### src/rtl/irqr_pkg.sv
package irqr_pkg;

    typedef enum logic {
        HO_READY = 1'b0,
        HO_HOLD  = 1'b1
    } holdoff_state_t;

    // Holdoff length in cycles: (tparam + 5) * max(rate,1) * 4
    function automatic int unsigned hold_cycles(input int unsigned tparam,
                                                input int unsigned rate);
        int unsigned r;
        r = (rate == 0) ? 1 : rate;
        return (tparam + 5) * r * 4;
    endfunction

endpackage

### src/rtl/irqr_edge.sv
module irqr_edge #(
    parameter int FW = 8
) (
    input  logic          clk,
    input  logic          rst_n,
    input  logic          nodata_flag,
    input  logic [FW-1:0] fault_word,
    output logic          ev_data,
    output logic          ev_fault
);
    logic nd_prev;
    logic fz_prev;

    // Reset values suppress triggers from levels present at reset release
    always_ff @(posedge clk or negedge rst_n) begin
        if (!rst_n) begin
            nd_prev <= 1'b0;
            fz_prev <= 1'b0;
        end else begin
            nd_prev <= nodata_flag;
            fz_prev <= (fault_word == '0);
        end
    end

    assign ev_data  = nd_prev & ~nodata_flag;
    assign ev_fault = fz_prev & (fault_word != '0);

endmodule

### src/rtl/irqr_holdoff.sv
module irqr_holdoff
    import irqr_pkg::*;
#(
    parameter int RW = 4,
    parameter int TW = 4
) (
    input  logic          clk,
    input  logic          rst_n,
    input  logic          fire,
    input  logic [RW-1:0] rate_cfg,
    input  logic [TW-1:0] tparam_cfg,
    output logic          ready
);
    localparam int unsigned MAXH = ((1 << TW) - 1 + 5) * ((1 << RW) - 1) * 4;
    localparam int CW = $clog2(MAXH + 1);

    holdoff_state_t state, state_nx;
    logic [CW-1:0]  cnt, cnt_nx;
    logic [CW-1:0]  load_val;

    assign load_val = CW'(hold_cycles(int'(tparam_cfg), int'(rate_cfg)) - 1);

    always_ff @(posedge clk or negedge rst_n) begin
        if (!rst_n) begin
            state <= HO_READY;
            cnt   <= '0;
        end else begin
            state <= state_nx;
            cnt   <= cnt_nx;
        end
    end

    always_comb begin
        state_nx = state;
        cnt_nx   = cnt;
        unique case (state)
            HO_READY: begin
                if (fire) begin            // FIRE
                    state_nx = HO_HOLD;
                    cnt_nx   = load_val;
                end
            end
            HO_HOLD: begin
                if (cnt == CW'(1)) begin   // EXPIRE
                    state_nx = HO_READY;
                    cnt_nx   = '0;
                end else begin
                    cnt_nx = cnt - CW'(1);
                end
            end
            default: begin
                state_nx = HO_READY;
                cnt_nx   = '0;
            end
        endcase
    end

    always_comb begin
        ready = (state == HO_READY);
    end

    AST_NO_FIRE_IN_HOLD: assert property (@(posedge clk) disable iff (!rst_n)
        (state == HO_HOLD) |-> !fire);
    AST_FIRE_ENTERS_HOLD: assert property (@(posedge clk) disable iff (!rst_n)
        fire |=> (state == HO_HOLD));

endmodule

### src/rtl/irqr_latch.sv
module irqr_latch (
    input  logic clk,
    input  logic rst_n,
    input  logic irq_en,
    input  logic ready,
    input  logic ev_data,
    input  logic ev_fault,
    input  logic fifo_access,
    input  logic fault_wr,
    output logic fire,
    output logic stat_data,
    output logic stat_fault
);
    logic pend_data, pend_fault;
    logic q_data, q_fault;

    assign q_data  = irq_en & (ev_data  | pend_data);
    assign q_fault = irq_en & (ev_fault | pend_fault);
    assign fire    = ready & (q_data | q_fault);

    always_ff @(posedge clk or negedge rst_n) begin
        if (!rst_n) begin
            pend_data  <= 1'b0;
            pend_fault <= 1'b0;
            stat_data  <= 1'b0;
            stat_fault <= 1'b0;
        end else begin
            if (!irq_en || fire) begin
                pend_data  <= 1'b0;
                pend_fault <= 1'b0;
            end else begin
                if (ev_data)  pend_data  <= 1'b1;
                if (ev_fault) pend_fault <= 1'b1;
            end
            if (fire && q_data)   stat_data <= 1'b1;
            else if (fifo_access) stat_data <= 1'b0;
            if (fire && q_fault)  stat_fault <= 1'b1;
            else if (fault_wr)    stat_fault <= 1'b0;
        end
    end

    AST_DATA_RELEASE: assert property (@(posedge clk) disable iff (!rst_n)
        (fifo_access && !(fire && ev_data) && !pend_data) |=> !stat_data);
    AST_FAULT_KEEP: assert property (@(posedge clk) disable iff (!rst_n)
        (stat_fault && !fault_wr) |=> stat_fault);
    AST_DATA_KEEP: assert property (@(posedge clk) disable iff (!rst_n)
        (stat_data && !fifo_access) |=> stat_data);

endmodule

### src/rtl/irq_rate_latch.sv
module irq_rate_latch
    import irqr_pkg::*;
#(
    parameter int FW = 8,
    parameter int RW = 4,
    parameter int TW = 4
) (
    input  logic          clk,
    input  logic          rst_n,
    input  logic          irq_en,
    input  logic [RW-1:0] rate_cfg,
    input  logic [TW-1:0] tparam_cfg,
    input  logic          nodata_flag,
    input  logic [FW-1:0] fault_word,
    input  logic          fifo_access,
    input  logic          fault_wr,
    output logic          irq_oe,
    output logic          irq_dat
);
    logic ev_data, ev_fault, ready, fire, stat_data, stat_fault;

    irqr_edge #(.FW(FW)) u_edge (
        .clk(clk), .rst_n(rst_n), .nodata_flag(nodata_flag),
        .fault_word(fault_word), .ev_data(ev_data), .ev_fault(ev_fault)
    );

    irqr_latch u_latch (
        .clk(clk), .rst_n(rst_n), .irq_en(irq_en), .ready(ready),
        .ev_data(ev_data), .ev_fault(ev_fault), .fifo_access(fifo_access),
        .fault_wr(fault_wr), .fire(fire), .stat_data(stat_data),
        .stat_fault(stat_fault)
    );

    irqr_holdoff #(.RW(RW), .TW(TW)) u_hold (
        .clk(clk), .rst_n(rst_n), .fire(fire), .rate_cfg(rate_cfg),
        .tparam_cfg(tparam_cfg), .ready(ready)
    );

    assign irq_oe  = stat_data | stat_fault;
    assign irq_dat = 1'b0;

    AST_QUIET_WHEN_OFF: assert property (@(posedge clk) disable iff (!rst_n)
        (!irq_en && !irq_oe) |=> !irq_oe);
    AST_RISE_NEEDS_EN: assert property (@(posedge clk) disable iff (!rst_n)
        $rose(irq_oe) |-> $past(irq_en));

endmodule

### config.mk
export PLATFORM = sky130hd
export DESIGN_NAME = irq_rate_latch
export DESIGN_NICKNAME = d
export VERILOG_FILES = /design/src/rtl/irqr_pkg.sv /design/src/rtl/irqr_edge.sv /design/src/rtl/irqr_holdoff.sv /design/src/rtl/irqr_latch.sv /design/src/rtl/irq_rate_latch.sv
export SDC_FILE = /design/constraint.sdc
export NUM_CORES = 1
export LEC_CHECK = 0
export BUFFER_PORTS_ARGS = -buffer_cell sky130_fd_sc_hd__buf_2
export CAP_MARGIN = 10
export CORE_UTILIZATION = 30
export DETAILED_ROUTE_END_ITERATION = 16
export PLACE_DENSITY = 0.48
export SYNTH_ARGS = -nofsm -noshare
export SYNTH_HDL_FRONTEND = slang
export SYNTH_SLANG_ARGS = --single-unit
### constraint.sdc
create_clock -name clk -period 2.7 [get_ports clk]
set_input_delay 0.135 -clock clk [delete_from_list [all_inputs] [get_ports clk]]
set_output_delay 0.135 -clock clk [all_outputs]
set_load 0.005 [all_outputs]
==> results.json <==
{
  "p_leak_nw": 1.08,
  "drv_slew": 0,
  "fin_worst_skew_ns": 0.00515,
  "seq_area_frac_synth_pct": 26.0,
  "numCtsBuffers": 3,
  "gp_congestion": 0.760,
  "final_cells": 322,
  "irDropWorstVdd_uv": 217,
  "row_count": 27,
  "globalRouteTotalUtil_pct": 14.4,
  "dp.cells": 314,
  "synthArstFlopShare_pct": 100,
  "synth_edf_count": 0,
  "arrival_ns": 3.22,
  "start_kind": "input pin",
  "cp-end-kind": "flop",
  "finalHoldViolations": 0,
  "run_status": "complete, but fails checks",
  "drive_gt1_share_pct": 34.8,
  "syn_area_um2": 1730,
  "core_um2": 5540,
  "pin_count": 24,
  "vias": 1585,
  "r2r_slack_ns": 0.48,
  "final_net_count": 296,
  "grt_max_degree": 19,
  "critPathRequiredTime_ns": 2.83,
  "die-area_um2": 6090,
  "grt_pass1_wl_um": 6950,
  "final_core_util_pct": 44.1,
  "cts.clk_slew.worst_paths_ns": 0.07,
  "syn2layout_area_growth_pct": 40.9,
  "powerDensity_nw_per_um2": 480,
  "fin_crit_sh_pct": 114,
  "critical_path_class": "input pin to flop",
  "worst_slack_ns": -0.390,
  "cap_violations": 0,
  "cpMaxStageDelayCell": "fa_1",
  "synth_cells": 198,
  "cts.sinks": 18,
  "violations": "negative setup slack",
  "syn-num-nets": 243,
  "cp_cell_sequence": "buf_8 > ha_4 > xnor2_4 > nand2_1 > fa_1 > inv_1 > fa_1 > inv_1 > fa_2 > nand2b_4 > a21oi_2 > nor4_1 > a311oi_1 > xor2_1 > o221ai_1",
  "fmax_mhz": 324,
  "wl_um": 4040,
  "critical_path.max_fanout": 4,
  "ys_warn_count": 0,
  "slowest_delay_ns": 0.53,
  "synth_seq_cells": 18,
  "post_drt_wl_per_cell_um": 12.5,
  "initial_core_util_pct": 31.3,
  "cts_tree": "yes",
  "hold_class": "input pin to flop",
  "ant_nets": 0,
  "synth.distinct_cells": 42,
  "clock_latency_ns": 0.26,
  "antenna_found_initial": 0,
  "holdWs_ns": 0.0716,
  "clock_tree.root_cell": "clkbuf_8",
  "die_h_um": 78.0,
  "drtIter0Drc": 61,
  "grt_pass1_vias": 1502,
  "n_antenna_cell": 0,
  "firstDrtPassIters": 4,
  "io_buffers": 22,
  "cts_buffer_depth": 2,
  "cts.htree.levels": 1,
  "place_hpwl_um": 3180,
  "setup_viol": 6,
  "layout_min_cycle_time_ns": 3.09,
  "gr-total-overflow": 0,
  "route.detailed.drc": 0,
  "viasPerCell": 4.92,
  "avgSynthCellArea_um2": 8.76,
  "ys.flop_type": "dfrtp_1",
  "power_mw": 1.17,
  "die_w_um": 78.0,
  "tns_ns": -1.72,
  "rsz0062_at_grt": "true"
}
-- repair_timing --
action,4_1_cts,5_1_grt
resized for setup,19,4
pin swaps,19,2
setup endpoints to repair,6,6
hold buffers,1,1
setup buffers,3,0
hold endpoints to repair,18,1
-- layout make-up --
type	instances	area, um^2
Clock buffer	4	55.1
Inverter	16	60.1
Multi-Input combinational cell	159	1410
Sequential cell	18	450
Timing Repair Buffer	53	375
Tap cell	72	90.1
Fill cell	560	3100
-- flip-flops by register name, summed over array words and instances (netlist names) --
name                cells
u_latch.stat_data       1
u_latch.pend_fault      1
u_hold.cnt             11
u_hold.state            1
u_edge.fz_prev          1
u_latch.stat_fault      1
u_edge.nd_prev          1
u_latch.pend_data       1
-- layer usage --
metal,wire length [um],track usage (%),up-vias
li1,-,-,805
met1,2120,21.1,754
met2,1790,22.2,24
met3,120,3.14,2
met4,12,1.67,0
met5,0,0,-
-- kinds of logic (layout without fill, tap and decap cells) --
kind of cell,after synthesis,count (layout),share of synthesized area [%]
AO/OA/AOI/OAI,46,46,18.8
XOR/XNOR,13,13,6.57
adder cells (fa/ha/maj),23,23,19.2
buffers and inverters,21,73,5.27
flip-flops,18,18,26.0
multiplexers,1,1,0.577
other,1,1,0.216
AND/OR/NAND/NOR,75,75,23.4
-- power by group --
part / internal, mW / switching (mW)
logic: 0.357 / 0.318
registers: 0.271 / 0.000763
clock network: 0.130 / 0.0949
total: 0.758 / 0.414
-- worst paths after layout --
kind / from / to / cells after the start
min in group asynchronous: rst_n / u_hold.cnt[6] / 2
hold reg to reg: u_hold.cnt[7] / u_hold.cnt[7] / 1
setup reg to reg: u_hold.cnt[6] / u_hold.cnt[3] / 5
setup / recovery: tparam_cfg[0] / u_hold.cnt[10] / 15
max in group asynchronous: rst_n / u_latch.stat_data / 2
hold / removal: fifo_access / u_latch.stat_data / 2
-- through the flow --
step | area, um^2 | setup WS [ns]
after floorplan | 1870 | -0.410
after global placement | 2240 | -0.723
final | 2440 | -0.390
after global routing | 2440 | -0.526
after CTS | 2410 | -0.387
after detailed placement | 2240 | -0.767
-- critical path, delay by kind of cell --
family                     cells  cell delay [ns]
AOI/OAI and AO/OA              3             0.61
and+or+nand+nor                3             0.33
adders and majority gates      4             1.57
buffers and inverters          3             0.22
xor gates and xnor gates       2             0.34
-- synth_stat cells, drive strengths merged, types with 2 or more instances --
library cell	instances	share of area, %
dfrtp	18	26
a21oi	6	1.7
xnor2	7	3.5
nand3	2	0.58
a22o	2	1.0
nor2b	6	2.2
nor3	8	2.3
o22ai	5	1.8
xor2	6	3.0
a211o	3	1.5
o21ai	17	4.9
o21a	2	0.87
nor2	20	4.3
fa	6	6.9
nand3b	2	0.87
ha	17	12
nand2b	3	1.1
nand2	8	1.7
nor4	5	1.8
a22oi	2	0.87
buf	5	1.8
or4	6	2.6
inv	16	3.5
o211ai	2	0.87
and2	10	3.6
-- layout by cell type (no fill, tap or decap), types with 3 or more instances in the layout --
cell type,netlist,layout
inv_1,16,15
xnor2_1,7,3
buf_2,1,20
dfrtp_1,18,18
xor2_1,6,3
a21oi_1,6,3
nor2b_1,6,6
fa_1,6,5
buf_6,0,4
nor2_1,20,17
nor3_1,8,7
buf_4,3,26
o22ai_1,5,5
clkbuf_8,0,4
a211o_1,3,3
nand2_1,8,7
ha_1,17,15
or4_1,6,6
o21ai_1,2,3
o21ai_0,15,13
xor2_2,0,3
and2_1,10,8
nor4_1,5,4
(Power assumes the default switching activity.)
